### config.mk
export PLATFORM = sky130hd
export DESIGN_NAME = cfg_serial_rx
export DESIGN_NICKNAME = d
export VERILOG_FILES = /design/src/rtl/cfg_rx_pkg.sv /design/src/rtl/cfg_rx_sync.sv /design/src/rtl/cfg_rx_ctrl.sv /design/src/rtl/cfg_rx_datapath.sv /design/src/rtl/cfg_serial_rx.sv
export SDC_FILE = /design/constraint.sdc
export NUM_CORES = 1
export LEC_CHECK = 0
export ABC_AREA = 0
export BUFFER_PORTS_ARGS = -buffer_cell sky130_fd_sc_hd__buf_4
export CAP_MARGIN = 25
export CORE_MARGIN = 2
export CORE_UTILIZATION = 30
export DETAILED_ROUTE_END_ITERATION = 10
export SYNTH_ARGS = -nofsm -noshare
export SYNTH_HDL_FRONTEND = slang
export SYNTH_SLANG_ARGS = --single-unit
### constraint.sdc
create_clock -name clk -period 5.75 [get_ports clk]
set_input_delay 1.15 -clock clk [delete_from_list [all_inputs] [get_ports clk]]
set_output_delay 1.15 -clock clk [all_outputs]
set_load 0.05 [all_outputs]
### src/rtl/cfg_rx_pkg.sv
package cfg_rx_pkg;
  // Strobes from control to datapath
  typedef struct packed {
    logic shiftEn;    // take one serial bit
    logic commit;     // eighth bit: apply the assembled command
    logic clearShift; // port deselected: drop partial bits
  } ctlStrobe_t;
endpackage

### src/rtl/cfg_rx_sync.sv
module cfg_rx_sync #(
  parameter int WIDTH  = 3,
  parameter int STAGES = 2
) (
  input  logic             clk,
  input  logic             rstN,
  input  logic [WIDTH-1:0] din,
  output logic [WIDTH-1:0] dout
);
  logic [STAGES-1:0][WIDTH-1:0] pipe;

  always_ff @(posedge clk or negedge rstN) begin
    if (!rstN) pipe[0] <= '1;
    else       pipe[0] <= din;
  end

  for (genvar s = 1; s < STAGES; s++) begin : gStage
    always_ff @(posedge clk or negedge rstN) begin
      if (!rstN) pipe[s] <= '1;
      else       pipe[s] <= pipe[s-1];
    end
  end

  assign dout = pipe[STAGES-1];
endmodule

### src/rtl/cfg_rx_ctrl.sv
module cfg_rx_ctrl
  import cfg_rx_pkg::*;
#(
  parameter int CMD_W = 8
) (
  input  logic       clk,
  input  logic       rstN,
  input  logic       selS,
  input  logic       sclS,
  output ctlStrobe_t ctl
);
  localparam int CNT_W = $clog2(CMD_W);
  localparam logic [CNT_W-1:0] LAST = CNT_W'(CMD_W - 1);

  logic             sclPrev;
  logic [CNT_W-1:0] bitCnt;
  logic             fallEdge;
  logic             active;

  assign fallEdge = sclPrev & ~sclS;
  assign active   = ~selS;

  always_ff @(posedge clk or negedge rstN) begin
    if (!rstN) sclPrev <= 1'b1;
    else       sclPrev <= sclS;
  end

  always_ff @(posedge clk or negedge rstN) begin
    if (!rstN)               bitCnt <= '0;
    else if (!active)        bitCnt <= '0;
    else if (fallEdge)       bitCnt <= (bitCnt == LAST) ? '0 : bitCnt + 1'b1;
  end

  always_comb begin
    ctl.shiftEn    = active & fallEdge;
    ctl.commit     = active & fallEdge & (bitCnt == LAST);
    ctl.clearShift = ~active;
  end
endmodule

### src/rtl/cfg_rx_datapath.sv
module cfg_rx_datapath
  import cfg_rx_pkg::*;
#(
  parameter int ADDR_W = 6
) (
  input  logic                     clk,
  input  logic                     rstN,
  input  logic                     sdaS,
  input  ctlStrobe_t               ctl,
  output logic [(1<<ADDR_W)-1:0]   cfgBits,
  output logic                     wrStrobe
);
  localparam int NUM_BITS = 1 << ADDR_W;
  localparam int HOLD_W   = ADDR_W + 1; // value bit plus address

  logic [HOLD_W-1:0] holdReg;
  logic [ADDR_W-1:0] tgtAddr;
  logic              tgtVal;

  assign tgtAddr = holdReg[ADDR_W-1:0];
  assign tgtVal  = holdReg[ADDR_W];

  always_ff @(posedge clk or negedge rstN) begin
    if (!rstN)               holdReg <= '0;
    else if (ctl.clearShift) holdReg <= '0;
    else if (ctl.shiftEn)    holdReg <= {holdReg[HOLD_W-2:0], sdaS};
  end

  for (genvar i = 0; i < NUM_BITS; i++) begin : gLatch
    logic hit;
    assign hit = ctl.commit & (tgtAddr == ADDR_W'(i));
    always_ff @(posedge clk or negedge rstN) begin
      if (!rstN)    cfgBits[i] <= 1'b0;
      else if (hit) cfgBits[i] <= tgtVal;
    end
  end

  always_ff @(posedge clk or negedge rstN) begin
    if (!rstN) wrStrobe <= 1'b0;
    else       wrStrobe <= ctl.commit;
  end
endmodule

### src/rtl/cfg_serial_rx.sv
module cfg_serial_rx
  import cfg_rx_pkg::*;
#(
  parameter int ADDR_W      = 6,
  parameter int CMD_W       = ADDR_W + 2,
  parameter int SYNC_STAGES = 2
) (
  input  logic                   clk,
  input  logic                   rstN,
  input  logic                   selN,
  input  logic                   sclIn,
  input  logic                   sdaIn,
  output logic [(1<<ADDR_W)-1:0] cfgBits,
  output logic                   wrStrobe
);
  logic [2:0] pinSync;
  ctlStrobe_t ctl;

  cfg_rx_sync #(.WIDTH(3), .STAGES(SYNC_STAGES)) uSync (
    .clk  (clk),
    .rstN (rstN),
    .din  ({selN, sclIn, sdaIn}),
    .dout (pinSync)
  );

  cfg_rx_ctrl #(.CMD_W(CMD_W)) uCtrl (
    .clk  (clk),
    .rstN (rstN),
    .selS (pinSync[2]),
    .sclS (pinSync[1]),
    .ctl  (ctl)
  );

  cfg_rx_datapath #(.ADDR_W(ADDR_W)) uData (
    .clk      (clk),
    .rstN     (rstN),
    .sdaS     (pinSync[0]),
    .ctl      (ctl),
    .cfgBits  (cfgBits),
    .wrStrobe (wrStrobe)
  );
endmodule

==> summary.txt <==
mapped cell area - 3670 um^2
count of flip-flops with a built-in enable after synthesis - 0
number of global-route vias before repair - 2483
worst IR drop on VDD - 0.115 mV
Hold Path Class - flip-flop to flip-flop
max-capacitance violation count - 0
post-synthesis area per instance - 12.4 um^2
max-slew violation count - 0
Hold Violations, Final - 0
leading post-synthesis cells by cell area - dfrtp_1 51%, mux2_2 14%, nand3_1 6.6%
Achievable Freq - 0.451 GHz
Worst Setup Path Type - flip-flop to flip-flop
cell type contributing the most total cell area after synthesis - dfrtp_1
R2R Setup Slk - 3.53 ns
Fin Hold WS - 0.354 ns
final routed wirelength across all metal layers - 8290 um
floorplan row count - 40
y dimension of the die - 115 um
source of the worst hold timing path - uSync.pipe[2]
number of instances in the synthesized netlist - 295
clock skew after layout - 0.00717 ns
number of nets with antenna violations after detailed routing - 0
instance count along the most critical hold path - 0
Clk Tree Root Cell - clkbuf_16
worst-path fanout max - 37
total via count after detailed routing - 2462
buffer count from post-CTS setup fixing - 0
TritonCTS clock tree - yes
Final Total Pwr - 1.22 mW
Die Footprint - 13100 um^2
post-CTS resize count - 0
number of nets in the synthesized netlist - 302
worst reg-to-reg path cell count - 6
count of routing violations after the opening detailed-route iteration - 148
Core Box Area - 12000 um^2
Clock H-tree levels - 3
insertion delay to the later sink of the worst-skew pair - 0.34 ns
die width - 115 um
Distinct cells, synth - 23
dominant synthesized flop cell - dfrtp_1
total negative slack for setup checks - 0 ns
HPWL after detailed placement - 5620 um
initial standard-cell utilization of the core - 0.307
wire per inst - 16.5 um
flip-flop and latch count after synthesis - 82
clock slew seen by the registers of the worst setup and hold paths - 0.06 ns
Startpoint Class - flip-flop
DR DRC count - 0
leakage - 2.24 nW
time the worst path needs with I/O delays and setup - 2.22 ns
Critical Path RT - 5.98 ns
cts-stage hold buffer count - 0
maximum number of pins on one net before global-route repair - 83
first-pass iteration count of the detailed router - 4
IO buf count - 69
share of cells above drive strength 1 - 0.420
final worst path period share - 0.386
outcome - complete, no violations
TritonCTS buffer count - 9
GRT Resource Usage Total - 0.131
Synthesis Warnings - 0
sequential-to-total area share from yosys stat - 0.562
Via density - 4.90
setup repair after global routing missed its margin - no
diodes inserted - 0
final net count - 357
worst reg2reg startpoint - uCtrl.bitCnt[0]
Filler Cell Count - 1150
first-pass GRT wire length - 13000 um
endpoint of the lowest-slack register-to-register path - uData.cfgBits[61]
arrival time of the worst setup path - 2.44 ns
Cell Pwr Density - 265 nW/um^2
buffers from clock root to sink, at most - 2
total setup violations reported at the end of the flow - 0
endpoint kind of the worst setup timing path - flip-flop
antenna violations before repair - 0
Post-synth ARST share - 1.00
Slew HR - 0.546
sum of overflow across all layers after global routing - 0
number of clock sinks - 82
hold endpoint - uSync.dout[2]
transition time at the pin with the least slew margin - 0.681 ns
Synth top area share - 0.512
area growth from synthesis to layout - 25.9%
Ports - 70
final estimated routing congestion in global placement - 0.766
## worst max path at each step
stage,cells past startpoint,to,from
floorplan,7,uData.cfgBits[62],uCtrl.bitCnt[0]
global placement,5,uData.cfgBits[61],uCtrl.bitCnt[0]
detailed placement,3,uData.cfgBits[35],uData.holdReg[5]
CTS,3,uData.cfgBits[39],uData.holdReg[5]
global route,6,uData.cfgBits[61],uCtrl.bitCnt[0]
finish,6,uData.cfgBits[61],uCtrl.bitCnt[0]
## stage by stage
step           area, um^2  setup slack [ns]  instances  utilization
2_1_floorplan        3670              3.94        295            -
3_3_place_gp         4230              3.29        481        0.354
6_report             4620              3.53        502        0.386
3_5_place_dp         4260              3.37        483        0.356
4_1_cts              4580              3.36        499        0.383
5_1_grt              4620              3.38        502        0.386
## critical path, stage by stage (launching register included)
cell and delay (ns):
dfrtp_1 0.36, ha_1 0.16, ha_1 0.15, and4bb_2 0.64, buf_12 0.26, nand4_1 0.15
mux2_1 0.36
## where the power goes
part	total [mW]	internal (mW)	leakage (nW)	switching, mW
registers	0.587	0.583	1.12	0.00465
logic	0.0218	0.00617	0.960	0.0156
clock network	0.612	0.390	0.156	0.222
total	1.22	0.979	2.24	0.242
## layout make-up
| type | count | area, um^2 | share of cell area |
|---|---|---|---|
| Clock buffer | 11 | 243 | 0.0526 |
| Timing Repair Buffer | 75 | 592 | 0.128 |
| Multi-Input combinational cell | 182 | 1460 | 0.316 |
| Sequential cell | 82 | 2060 | 0.446 |
| Clock inverter | 5 | 77.6 | 0.0168 |
| Tap cell | 147 | 184 | 0.0398 |
## per-layer routing
layer / up-vias / track usage / wire length (um)
li1: 1180 / - / -
met1: 1223 / 0.158 / 3590
met2: 51 / 0.215 / 4160
met3: 8 / 0.0529 / 473
met4: 0 / 0.0423 / 73
met5: - / 0 / 0
## synth_stat cells (all sizes together) (2+ instances only)
cell type  number
dfrtp          75
nand4          16
nor4b           4
clkbuf         10
dfstp           7
mux2           64
a21oi          10
ha              2
and4bb          7
nand3          48
nor2b           3
and4b           4
nand2          19
buf            21
## state kept, by name, indices dropped and copies added, names as in the netlist
| name | flops |
|---|---|
| uCtrl.bitCnt | 3 |
| uCtrl.sclPrev | 1 |
| uData.cfgBits | 64 |
| uData.holdReg | 7 |
| uData.wrStrobe | 1 |
| uSync.dout | 3 |
| uSync.pipe | 3 |
## logic make-up (layout without fill, tap and decap cells)
| family | Yosys count | in the layout | share of synthesized area |
|---|---|---|---|
| AND/OR/NAND/NOR | 106 | 106 | 0.181 |
| flip-flops | 82 | 82 | 0.562 |
| multiplexers | 64 | 64 | 0.197 |
| buffers and inverters | 31 | 91 | 0.0399 |
| AO/OA/AOI/OAI | 10 | 10 | 0.0136 |
| adder cells (fa/ha/maj) | 2 | 2 | 0.00682 |
## cell usage in the layout, fill, tap and decap left out, drive strengths merged
cell      instances
nand2b            1
nor4              1
nand2            19
or3               1
buf              75
and4b             4
clkinv            2
nor2b             3
a21oi            10
and4              1
dfrtp            75
nand4            16
mux2             64
bufinv            2
nor2              1
nand3            48
clkbuf           11
nor4b             4
ha                2
dfstp             7
clkinvlp          1
and4bb            7
Power figures use the tool's default switching activity.
